==> config.mk <==
export PLATFORM = sky130hd
export DESIGN_NAME = flash_prog_seq
export DESIGN_NICKNAME = d
export VERILOG_FILES = /design/src/rtl/fps_pkg.sv /design/src/rtl/fps_status_dec.sv /design/src/rtl/fps_addr_ctr.sv /design/src/rtl/flash_prog_seq.sv
export SDC_FILE = /design/constraint.sdc
export NUM_CORES = 1
export LEC_CHECK = 0
export BUFFER_PORTS_ARGS = -buffer_cell sky130_fd_sc_hd__buf_2
export CAP_MARGIN = 10
export CELL_PAD_IN_SITES_DETAIL_PLACEMENT = 2
export CELL_PAD_IN_SITES_GLOBAL_PLACEMENT = 2
export CORE_AREA = 2 2 125 127
export DETAILED_ROUTE_END_ITERATION = 7
export DIE_AREA = 0 0 127 129
export HOLD_SLACK_MARGIN = 0.06
export PLACE_DENSITY = 0.84
export REMOVE_ABC_BUFFERS = 1
export SKIP_CTS_REPAIR_TIMING = 1
export SLEW_MARGIN = 30
export SYNTH_ARGS = -nofsm -noshare
export SYNTH_HDL_FRONTEND = slang
export SYNTH_SLANG_ARGS = --single-unit
==> constraint.sdc <==
create_clock -name clk -period 2.3 [get_ports clk]
set_input_delay 0.69 -clock clk [delete_from_list [all_inputs] [get_ports clk]]
set_output_delay 0.69 -clock clk [all_outputs]
set_load 0.01 [all_outputs]
==> src/rtl/fps_pkg.sv <==
package fps_pkg;
  localparam int STAT_W = 4;
  localparam int BURST_W = 4;
  localparam logic CSR_STATUS = 1'b0;
  localparam logic CSR_CTRL = 1'b1;

  typedef enum logic [3:0] {
    S_IDLE, S_ER_CMD, S_ER_RD, S_ER_WT, S_GET,
    S_PRE_RD, S_PRE_WT, S_WRITE, S_POST_RD, S_POST_WT,
    S_DONE, S_ERR
  } state_t;

  function automatic logic stat_is_idle(input logic [STAT_W-1:0] s);
    return s[1:0] == 2'b00;
  endfunction

  function automatic logic stat_erase_ok(input logic [STAT_W-1:0] s);
    return s[2];
  endfunction

  function automatic logic stat_write_ok(input logic [STAT_W-1:0] s);
    return s[3];
  endfunction

  function automatic logic [31:0] ctrl_word(input logic [2:0] sector);
    return {29'd0, sector};
  endfunction
endpackage

==> src/rtl/fps_status_dec.sv <==
module fps_status_dec
  import fps_pkg::*;
(
  input  logic [STAT_W-1:0] stat,
  output logic              idle,
  output logic              erase_ok,
  output logic              write_ok
);
  assign idle     = stat_is_idle(stat);
  assign erase_ok = stat_erase_ok(stat);
  assign write_ok = stat_write_ok(stat);
endmodule

==> src/rtl/fps_addr_ctr.sv <==
module fps_addr_ctr #(
  parameter int AW = 16,
  parameter logic [AW-1:0] FIRST = '0,
  parameter logic [AW-1:0] LAST = '1
) (
  input  logic          clk,
  input  logic          rst_n,
  input  logic          load,
  input  logic          step,
  output logic [AW-1:0] addr,
  output logic [AW-1:0] prev,
  output logic          past_last
);
  localparam logic [AW-1:0] STOP = LAST + {{(AW-1){1'b0}}, 1'b1};

  function automatic logic [AW-1:0] bump(input logic [AW-1:0] a);
    return a + {{(AW-1){1'b0}}, 1'b1};
  endfunction

  always_ff @(posedge clk or negedge rst_n) begin
    if (!rst_n) begin
      addr <= FIRST;
      prev <= FIRST;
    end else if (load) begin
      addr <= FIRST;
      prev <= FIRST;
    end else if (step) begin
      prev <= addr;
      addr <= bump(addr);
    end
  end

  assign past_last = (addr == STOP);

  assert_step_R6: assert property (@(posedge clk) disable iff (!rst_n)
    step && !load |=> addr == $past(addr) + 1'b1);
endmodule

==> src/rtl/flash_prog_seq.sv <==
module flash_prog_seq
  import fps_pkg::*;
#(
  parameter int AW = 16,
  parameter logic [AW-1:0] START_ADDR = '0,
  parameter logic [AW-1:0] END_ADDR = 16'h00FF,
  parameter logic [2:0] SECTOR_ID = 3'd3
) (
  input  logic                clk,
  input  logic                rst_n,
  input  logic                start,
  input  logic                clr,
  input  logic                in_valid,
  output logic                in_ready,
  input  logic [31:0]         in_data,
  output logic [AW-1:0]       fl_addr,
  output logic [31:0]         fl_wdata,
  output logic                fl_write,
  output logic [BURST_W-1:0]  fl_burst,
  input  logic                fl_waitreq,
  output logic                csr_addr,
  output logic                csr_read,
  output logic                csr_write,
  output logic [31:0]         csr_wdata,
  input  logic [STAT_W-1:0]   csr_rdata,
  output logic                done,
  output logic                err,
  output logic [AW-1:0]       err_addr
);
  state_t state, nxt;
  logic [31:0] wdata_q;
  logic [AW-1:0] err_addr_q, nxt_err_addr;
  logic st_idle, st_erase_ok, st_write_ok;
  logic load_addr, word_taken, write_accept;
  logic [AW-1:0] cur_addr, prev_addr;
  logic at_end;

  fps_status_dec u_dec (
    .stat(csr_rdata), .idle(st_idle), .erase_ok(st_erase_ok), .write_ok(st_write_ok)
  );

  fps_addr_ctr #(.AW(AW), .FIRST(START_ADDR), .LAST(END_ADDR)) u_addr (
    .clk(clk), .rst_n(rst_n), .load(load_addr), .step(write_accept),
    .addr(cur_addr), .prev(prev_addr), .past_last(at_end)
  );

  assign load_addr    = (state == S_IDLE) && start;
  assign word_taken   = (state == S_GET) && in_valid;
  assign write_accept = (state == S_WRITE) && !fl_waitreq;

  always_comb begin
    nxt = state;
    nxt_err_addr = err_addr_q;
    unique case (state)
      S_IDLE:    if (start) nxt = S_ER_CMD;
      S_ER_CMD:  nxt = S_ER_RD;
      S_ER_RD:   nxt = S_ER_WT;
      S_ER_WT: begin
        if (!st_idle) nxt = S_ER_RD;
        else if (st_erase_ok) nxt = S_GET;
        else begin
          nxt = S_ERR;
          nxt_err_addr = START_ADDR;
        end
      end
      S_GET:     if (in_valid) nxt = S_PRE_RD;
      S_PRE_RD:  nxt = S_PRE_WT;
      S_PRE_WT:  nxt = st_idle ? S_WRITE : S_PRE_RD;
      S_WRITE:   if (!fl_waitreq) nxt = S_POST_RD;
      S_POST_RD: nxt = S_POST_WT;
      S_POST_WT: begin
        if (!st_idle) nxt = S_POST_RD;
        else if (!st_write_ok) begin
          nxt = S_ERR;
          nxt_err_addr = prev_addr;
        end else if (at_end) nxt = S_DONE;
        else nxt = S_GET;
      end
      S_DONE:    nxt = S_IDLE;
      S_ERR:     if (clr) nxt = S_IDLE;
      default:   nxt = S_IDLE;
    endcase
  end

  always_ff @(posedge clk or negedge rst_n) begin
    if (!rst_n) begin
      state      <= S_IDLE;
      wdata_q    <= '0;
      err_addr_q <= '0;
    end else begin
      state      <= nxt;
      err_addr_q <= nxt_err_addr;
      if (word_taken) wdata_q <= in_data;
    end
  end

  assign in_ready  = (state == S_GET);
  assign fl_addr   = cur_addr;
  assign fl_wdata  = wdata_q;
  assign fl_write  = (state == S_WRITE);
  assign fl_burst  = BURST_W'(1);
  assign csr_write = (state == S_ER_CMD);
  assign csr_read  = (state == S_ER_RD) || (state == S_PRE_RD) || (state == S_POST_RD);
  assign csr_addr  = csr_write ? CSR_CTRL : CSR_STATUS;
  assign csr_wdata = ctrl_word(SECTOR_ID);
  assign done      = (state == S_DONE);
  assign err       = (state == S_ERR);
  assign err_addr  = err_addr_q;

  assert_write_held_R4: assert property (@(posedge clk) disable iff (!rst_n)
    fl_write && fl_waitreq |=> fl_write && $stable(fl_addr) && $stable(fl_wdata));
  assert_write_release_R4: assert property (@(posedge clk) disable iff (!rst_n)
    fl_write && !fl_waitreq |=> !fl_write);
  assert_addr_step_R6: assert property (@(posedge clk) disable iff (!rst_n)
    fl_write && !fl_waitreq |=> fl_addr == $past(fl_addr) + 1'b1);
  assert_idle_before_write_R3: assert property (@(posedge clk) disable iff (!rst_n)
    $rose(fl_write) |-> $past(st_idle));
  assert_ready_exclusive_R8: assert property (@(posedge clk) disable iff (!rst_n)
    in_ready |-> !fl_write && !csr_read && !csr_write && !err);
  assert_err_sticky_R9: assert property (@(posedge clk) disable iff (!rst_n)
    err && !clr |=> err && $stable(err_addr));
  assert_done_pulse_R10: assert property (@(posedge clk) disable iff (!rst_n)
    done |=> !done && !in_ready);
  assert_one_strobe_R2: assert property (@(posedge clk) disable iff (!rst_n)
    $onehot0({fl_write, csr_read, csr_write}));
endmodule

==> results.ini, run 1 <==
[run_status]
status=finished, final reports clean

[detailed_routing]
drt_wl_total_um=11000
ant_nets=0
wl_met1_um=4930
viasPerCell=4.67
drtPass1Iterations=4
drt_iter0_drc=95
dr.max_layer_used=met4
avgRoutedWirePerCell_um=16.2
post-route-drc-count=0
via_count=3192
dr_wl_met2_um=5420
met3_length_um=515

[timing]
rsz0062_at_grt=false
hold_viol=0
setup_viol=0
min_period_ns=2.21
worst_pin_slew_ns=0.766
fin_setup_tns_ns=0
fmax_ghz=0.453
relSlewSlack_pct=48.9
whs_ns=0.314
post-route-period-util_pct=96.1
drv_slew=0
skew_ns=0.00625

[layout]
nFillCells=1651
fin_area_mm2=0.00501
syn_to_final_growth_pct=25.2
seqCellArea_mm2=0.00211
drive_gt1_share_pct=37.8
nNetsFinal=534
finalNonFillerCells=683
multi_input_area_mm2=0.00165
num_antenna_cells=0

[floorplanning]
die-area_mm2=0.0164
coreArea_mm2=0.0150
io_pins=149
start_util_pct=26.7
die_w_um=127
rows=45
die_h_um=129

[logic_synthesis]
synthXorXnorAreaFrac_pct=1.09
syn_area_per_cell_um2=10.8
synthMuxAreaShare_pct=10.0
async_flop_share_pct=100
synth_common_cells=dfrtp_1, nand2_1, buf_4
synth.area.top_cells=dfrtp_1, mux2_2, buf_4, nand2_1, a22o_1
synth_compound_gate_area_share_pct=11.2
ys_seq_elements=84
synth_cell_types=44
synth_top_family_by_area=simple AND/OR/NAND/NOR gates
synth_top_area_cell=dfrtp_1
synth_adder_area_share_pct=0.625
syn_area_mm2=0.00400
synth_cells=370
ys_warn_count=0
yosysSeqAreaShare_pct=52.5
synth_edf_count=0
synthSimpleGateAreaFrac_pct=14.7
synth_top_area_share_pct=52.5
synth_flop_cell=dfrtp_1
post-synth-top-count-cell=dfrtp_1

[clock_network]
path_clk_slew_ns=0.06
cts_root_buffer=clkbuf_16
numCtsBuffers=9
cts_tree=yes
clockBufferDepth=2
h-tree-depth=3
clk_latency_ns=0.33
cts.sinks=84

[worst_setup_path]
criticalPathCategory=register to output port
cp_slowest_stage_delay_ns=0.41
crit_family=simple AND/OR/NAND/NOR gates
crit_chain=buf_4, or2_2, nor2_1, buf_2
endpoint_kind=output port
crit_path_start_kind=register
cp_max_fo=8
crit_buf_inv=2
arrival_ns=1.52
critPathSlowestCell=dfrtp_2
crit_required_ns=1.61

[power_and_ir_drop]
powerDensity_mw_per_mm2=977
total_power_mw=4.90
vdd_drop_max_v=0.000366
leakage_nw=2.53

[placement]
dp_cells=662
gp_congestion=0.815
dp_hpwl_um=8350
port_buffers=112
place_area_mm2=0.00470

[grt]
grt_pass1_vias=3342
grt_usage_pct=13.7
grt_antenna_before_repair=0
grt_pass1_wl_um=17700
grt_max_degree=38
grt_overflow_total=0

[job]
max_cap_viol_count=0

[min_path]
hold_path_class=input pin to asynchronous set/reset pin

cell families (layout without fill, tap and decap cells):
kind of cell,Yosys count,after routing
fa+ha+maj,2,2
simple gates,112,112
buf+inv,64,155
mux,36,36
xor+xnor,5,5
compound gates,65,65
other cells,2,36
flops,84,84
stage by stage:
| stage | setup slack [ns] | util (%) |
|---|---|---|
| 2_1_floorplan | 0.0387 | - |
| 3_3_place_gp | 0.119 | 31.3 |
| 5_1_grt | 0.00399 | 33.5 |
| 6_report | 0.0906 | 33.5 |
| 4_1_cts | -0.0919 | 33.1 |
| 3_5_place_dp | 0.0115 | 31.4 |
worst reg2reg max path, stage by stage (launching register included):
cell       delay (ns)
dfrtp_2          0.45
buf_4            0.16
nor4b_1          0.47
a2bb2oi_1        0.28
or4_1            0.55
a21oi_1          0.18
state kept, by name, indices dropped and copies added (netlist names):
name and cells:
fl_wdata 32, err_addr 16, u_addr.addr 16, u_addr.prev 16, state 4
per-layer routing:
layer  GRT usage (%)  vias up
li1                -     1467
met1            17.2     1605
met2            23.7      109
met3            2.16       11
met4            5.24        0
met5               0        -
layout by cell type, fill, tap and decap left out, types with 3 or more instances in the layout:
cell type / instances
nor3b_1: 5
buf_4: 20
o2bb2ai_1: 3
nand3_1: 4
clkbuf_16: 9
clkbuf_1: 4
nor3_1: 4
dfrtp_1: 81
nand2_1: 47
nand4_1: 3
xnor2_1: 5
a21boi_0: 3
dfrtp_2: 3
or3_1: 4
nor4b_1: 4
conb_1: 36
nand2b_1: 5
mux2_2: 33
inv_1: 7
nor4_1: 6
a21oi_1: 6
o21ai_0: 23
a22o_1: 18
mux2i_1: 3
nor2_1: 13
buf_2: 111
and2_1: 3
final timing paths:
kind	start	cells after the start	slack, ns	end
setup / recovery	state[0]	4	0.09	in_ready
hold / removal	rst_n	1	0.31	fl_wdata[13]
setup reg to reg	state[2]	5	0.13	u_addr.addr[7]
hold reg to reg	err_addr[8]	2	0.48	err_addr[8]
max in group asynchronous	rst_n	2	1.41	fl_wdata[2]
min in group clk	err_addr[8]	2	0.48	err_addr[8]
layout make-up:
cell class,instances,area share (%)
inverter,7,0.524
multi-input combinational,256,33.0
clock inverter,2,0.200
sequential,84,42.0
clock buffer,14,5.07
tap,188,4.69
timing repair buffer,132,14.5
report_power, final:
part	switching, mW	internal (mW)
clock network	0.557	0.759
logic	0.844	0.745
registers	0.211	1.78
(Power assumes the default switching activity.)
==> run 2, diff against run 1 <==
--- a/config.mk
+++ b/config.mk
@@ -9,11 +9,11 @@
 export CAP_MARGIN = 10
 export CELL_PAD_IN_SITES_DETAIL_PLACEMENT = 2
 export CELL_PAD_IN_SITES_GLOBAL_PLACEMENT = 2
-export CORE_AREA = 2 2 125 127
+export CORE_AREA = 2 2 112 142
 export DETAILED_ROUTE_END_ITERATION = 7
-export DIE_AREA = 0 0 127 129
+export DIE_AREA = 0 0 114 144
 export HOLD_SLACK_MARGIN = 0.06
-export PLACE_DENSITY = 0.84
+export PLACE_DENSITY = 0.83
 export REMOVE_ABC_BUFFERS = 1
 export SKIP_CTS_REPAIR_TIMING = 1
 export SLEW_MARGIN = 30
==> results.ini, run 2 (synthesis results as in run 1) <==
[timing]
skew_ns=0.00891  ; +0.00266 ns
post-route-period-util_pct=98.1  ; +2.0 points
min_period_ns=2.26  ; +0.0469 ns
relSlewSlack_pct=65.7  ; +17 points
worst_pin_slew_ns=0.510  ; -0.256 ns
drv_slew=0  ; unchanged
setup_viol=0  ; unchanged
whs_ns=0.179  ; -0.134 ns
fmax_ghz=0.443  ; -2.1%
hold_viol=0  ; unchanged

[layout]
fin_area_mm2=0.00503  ; +0.35%
final_core_utilization_pct=33.1  ; -0.35 points
nFillCells=1680  ; +1.8%
nNetsFinal=532  ; -0.37%
largest_register_ffs=32  ; unchanged
num_antenna_cells=0  ; unchanged
syn_to_final_growth_pct=25.6
final_common_cell=buf_2
layout_common_cells=buf_2, dfrtp_1, nand2_1
drive_gt1_share_pct=38.3  ; +0.56 points

[placement]
place_area_mm2=0.00470  ; about the same
gp_congestion=0.761  ; -6.7%
dp_hpwl_um=8750  ; +4.8%
port_buffers=112  ; unchanged

[detailed_routing]
drtPass1Iterations=4  ; unchanged
drt_wl_total_um=11500  ; +4.4%
post-route-drc-count=0  ; unchanged
drt_iter0_drc=152  ; +60%
via_count=3173  ; -0.60%
viasPerCell=4.68  ; +0.14%
avgRoutedWirePerCell_um=17.0  ; +5.2%
ant_nets=0  ; unchanged

[floorplanning]
io_pins=149  ; unchanged
die_w_um=114  ; -10%
die_h_um=144  ; +12%
coreArea_mm2=0.0152  ; +1.4%
die-area_mm2=0.0164  ; +0.20%
rows=51  ; +13%
start_util_pct=26.4  ; -0.37 points

[worst_setup_path]
endpoint_kind=output port
crit_start=state[0]
arrival_ns=1.57  ; +0.05 ns
crit_path_start_kind=register
r2r_slack_ns=0.25  ; +0.12 ns
r2r_cells=4  ; -1
endpoint=csr_read
criticalPathCategory=register to output port
timing.rr.end=u_addr.addr[14]
crit_required_ns=1.61  ; about the same
cp_max_fo=15  ; +7
r2r-start=u_addr.addr[3]

[clock_network]
clk_latency_ns=0.34  ; about the same
cts.sinks=84  ; unchanged
cts_root_buffer=clkbuf_16
clockBufferDepth=2  ; unchanged
h-tree-depth=3  ; unchanged
numCtsBuffers=9  ; unchanged
path_clk_slew_ns=0.07  ; about the same
cts_tree=yes

[job]
max_cap_viol_count=0  ; unchanged

[grt]
grt_pass1_wl_um=17800  ; +0.78%
grt_max_degree=54  ; +42%
grt_overflow_total=0  ; unchanged
grt_usage_pct=13.7  ; +0.093 points
grt_antenna_before_repair=0  ; unchanged
grt_pass1_vias=3420  ; +2.3%

[min_path]
hold_path_class=input pin to asynchronous set/reset pin

[run_status]
status=finished, final reports clean

[power_and_ir_drop]
total_power_mw=5.03  ; +2.7%
powerDensity_mw_per_mm2=1000  ; +2.4%
vdd_drop_max_v=0.000311  ; -15%
leakage_nw=2.54  ; +0.33%

## run 2: final cells by class
| class | instances | area (µm²) | share of cell area (%) |
|---|---|---|---|
| clock buffer | 9 | 225 | 4.48 |
| clock inverter | 7 | 73.8 | 1.47 |
| inverter | 7 | 26.3 | 0.523 |
| multi-input combinational | 256 | 1650 | 32.9 |
| sequential | 84 | 2110 | 41.9 |
| tap | 185 | 231 | 4.60 |
| timing repair buffer | 130 | 711 | 14.1 |
## run 2: per-layer routing
metal | global-route usage [%] | wire length (µm) | up-vias
met2 | 26.0 | 6180 | 97
li1 | - | - | 1455
met3 | 2.14 | 466 | 13
met1 | 15.9 | 4720 | 1608
met5 | 0 | 0 | -
met4 | 4.04 | 159 | 0
## run 2: critical path, cell delays in order (launching register included)
cell and delay (ns):
dfrtp_2 0.52, inv_1 0.15, nand2_1 0.08, o32ai_1 0.28, buf_2 0.20
## run 2: worst min path at each step
stage | end | start | slack [ns] | cells after the start
final | fl_wdata[26] | rst_n | 0.18 | 1
after global routing | fl_wdata[16] | rst_n | 0.17 | 1
after CTS | fl_wdata[15] | rst_n | 0.16 | 1
after detailed placement | err_addr[10] | err_addr[10] | 0.47 | 2
after global placement | err_addr[1] | err_addr[1] | 0.46 | 2
after floorplan | err_addr[0] | rst_n | 0.39 | 0
## run 2: stage by stage
step,setup TNS [ns],cells,setup WS (ns)
after floorplan,0,347,0.0387
after global placement,0,660,0.222
after detailed placement,0,660,0.174
after CTS,-0.217,676,-0.127
after global routing,-0.0762,678,-0.0384
final,0,678,0.0438
## run 2: where the power goes
part | internal [mW] | switching, mW | total, mW
Combinational | 0.705 | 0.817 | 1.52
Clock | 0.848 | 0.619 | 1.47
Sequential | 1.78 | 0.261 | 2.04
Total | 3.33 | 1.70 | 5.03
==> run 3, diff against run 2 <==
--- a/config.mk
+++ b/config.mk
@@ -13,10 +13,11 @@
 export DETAILED_ROUTE_END_ITERATION = 7
 export DIE_AREA = 0 0 114 144
 export HOLD_SLACK_MARGIN = 0.06
-export PLACE_DENSITY = 0.83
+export PLACE_DENSITY = 0.82
 export REMOVE_ABC_BUFFERS = 1
 export SKIP_CTS_REPAIR_TIMING = 1
 export SLEW_MARGIN = 30
 export SYNTH_ARGS = -nofsm -noshare
 export SYNTH_HDL_FRONTEND = slang
+export SYNTH_HIERARCHICAL = 1
 export SYNTH_SLANG_ARGS = --single-unit
==> results.ini, run 3 <==
[run_status]
status=finished, final reports clean

[worst_setup_path]
criticalPathCategory=register to output port
crit_path_start_kind=register
r2r_cells=7  ; +3
arrival_ns=1.51  ; -0.06 ns
timing.rr.end=u_addr/addr[11]
critPathSlowestCell=dfrtp_2
crit_start=state[1]
cp_slowest_stage_delay_ns=0.45  ; -0.07 ns
cp_max_fo=8  ; -7
r2r-start=state[0]
crit_required_ns=1.61  ; about the same
r2r_slack_ns=0.27  ; +0.02 ns
endpoint=csr_write
crit_chain=buf_4, nand2b_1, nor3_1, buf_2
endpoint_kind=output port

[layout]
syn_to_final_growth_pct=25.4
multi_input_area_mm2=0.00165  ; about the same
final_common_cell=buf_2
nFillCells=1674  ; -0.36%
drive_gt1_share_pct=34.6  ; -3.7 points
largest_register_ffs=32  ; unchanged
seqCellArea_mm2=0.00211  ; about the same
num_antenna_cells=0  ; unchanged
nNetsFinal=510  ; -4.1%
layout_common_cells=buf_2, dfrtp_1, nor2_1

[clock_network]
clockBufferDepth=2  ; unchanged
cts_tree=yes
numCtsBuffers=9  ; unchanged
cts_root_buffer=clkbuf_16
clk_latency_ns=0.34  ; about the same
h-tree-depth=3  ; unchanged
cts.sinks=84  ; unchanged
path_clk_slew_ns=0.06  ; about the same

[grt]
grt_usage_pct=13.7  ; -0.049 points
grt_pass1_vias=3225  ; -5.7%
grt_max_degree=85  ; +57%
grt_pass1_wl_um=17600  ; -1.1%
grt_overflow_total=0  ; unchanged
grt_antenna_before_repair=0  ; unchanged

[logic_synthesis]
post-synth-top-count-cell=dfrtp_1
yosysSeqAreaShare_pct=52.5  ; unchanged
syn_area_per_cell_um2=11.5  ; +6.3%
synth_cells=348  ; -5.9%
synth_top_area_share_pct=52.5  ; unchanged
async_flop_share_pct=100  ; unchanged
synth_edf_count=0  ; unchanged
ys_seq_elements=84  ; unchanged
synth_flop_cell=dfrtp_1
syn_area_mm2=0.00400  ; unchanged
synth_top_area_cell=dfrtp_1
ys_warn_count=6  ; +6
synth_cell_types=53  ; +20%
synth_common_cells=dfrtp_1, buf_4, nor2_1
synth.area.top_cells=dfrtp_1, mux2_1, buf_4, mux2i_1, nor2_1

[timing]
hold_viol=0  ; unchanged
fmax_ghz=0.454  ; +2.5%
whs_ns=0.361  ; +0.181 ns
min_period_ns=2.20  ; -0.0558 ns
rsz0062_at_grt=true
skew_ns=0.0185  ; +0.00955 ns
drv_slew=0  ; unchanged
post-route-period-util_pct=95.7  ; -2.4 points
setup_viol=0  ; unchanged
fin_setup_tns_ns=0  ; unchanged

[floorplanning]
die_h_um=144  ; unchanged
die-area_mm2=0.0164  ; unchanged
io_pins=149  ; unchanged
coreArea_mm2=0.0152  ; unchanged
rows=51  ; unchanged
start_util_pct=26.4  ; unchanged
die_w_um=114  ; unchanged

[power_and_ir_drop]
powerDensity_mw_per_mm2=961  ; -4.0%
leakage_nw=2.58  ; +1.7%
vdd_drop_max_v=0.000368  ; +18%

[job]
max_cap_viol_count=0  ; unchanged

[detailed_routing]
drt_iter0_drc=109  ; -28%
post-route-drc-count=0  ; unchanged
ant_nets=0  ; unchanged
avgRoutedWirePerCell_um=16.5  ; -2.9%
drtPass1Iterations=4  ; unchanged
viasPerCell=4.61  ; -1.5%
drt_wl_total_um=10800  ; -6.0%
via_count=3024  ; -4.7%

[min_path]
hold_path_class=input pin to asynchronous set/reset pin

[placement]
gp_congestion=0.797  ; +4.7%
port_buffers=112  ; unchanged
dp_hpwl_um=7940  ; -9.2%

==> run 3: cell types whose count changed in the layout (fill, tap and decap cells not counted), moves of 5 or more <==
cell     delta
mux2i_1    +13
mux2_2     -29
nor2_1     +26
nand2_1    -40
nor3b_1     -5
o21ai_0    -21
mux2_1     +30
==> run 3: critical path: cells and delay by family, from the launching register on <==
family / cells / cell delay, ns
AND/OR/NAND/NOR: 2 / 0.37
buffers and inverters: 2 / 0.35
flip-flops: 1 / 0.45
==> run 3: per-stage QoR <==
stage / instance area, µm² / instances / setup slack, ns / total power, mW / util [%]
after global placement: 4690 / 638 / 0.153 / 3.25 / 30.9
final: 5020 / 656 / 0.0996 / 4.82 / 33.1
after floorplan: 3760 / 326 / -1.67 / 2.66 / -
after global routing: 5020 / 656 / -0.0167 / 5.15 / 33.1
after detailed placement: 4690 / 638 / 0.0736 / 3.34 / 30.9
after CTS: 4990 / 654 / -0.00230 / 4.87 / 32.9
==> run 3: routing by layer <==
layer | up-vias | global-route usage [%] | share of wire [%]
met5 | - | 0 | 0
met4 | 0 | 5.20 | 1.7
met3 | 13 | 3.10 | 5.2
met2 | 114 | 23.6 | 51
met1 | 1512 | 16.7 | 42
li1 | 1385 | - | -
==> run 3: final cells by class <==
| cell class | instances | share of cell area, % |
|---|---|---|
| inverter | 5 | 0.374 |
| multi-input combinational | 237 | 32.9 |
| timing repair buffer | 129 | 14.0 |
| sequential | 84 | 41.9 |
| clock buffer | 10 | 4.76 |
| clock inverter | 6 | 1.40 |
| tap | 185 | 4.61 |
==> run 3: how the worst min path moves through the flow <==
stage                 start               to  slack, ns  depth (start not counted)
6_report              rst_n  u_addr/prev[10]       0.36                          2
5_1_grt               rst_n   u_addr/addr[7]       0.41                          2
4_1_cts               rst_n  u_addr/addr[11]       0.40                          2
3_5_place_dp   fl_wdata[13]     fl_wdata[13]       0.48                          1
3_3_place_gp    fl_wdata[8]      fl_wdata[8]       0.47                          1
2_1_floorplan         rst_n      err_addr[0]       0.39                          0
==> run 3: power breakdown <==
group	internal [mW]	total [mW]	switching, mW
logic	0.608	1.37	0.761
clock network	0.881	1.49	0.613
registers	1.76	1.96	0.203
==> run 3: kinds of logic after synthesis <==
logic type	Yosys count	share of synthesized area, %
muxes	50	13.6
xor gates and xnor gates	11	2.41
and+or+nand+nor	98	13.3
adders and majority gates	2	0.625
DFF	84	52.5
AOI/OAI and AO/OA	40	7.63
buffers and inverters	61	9.82
other	2	0.188
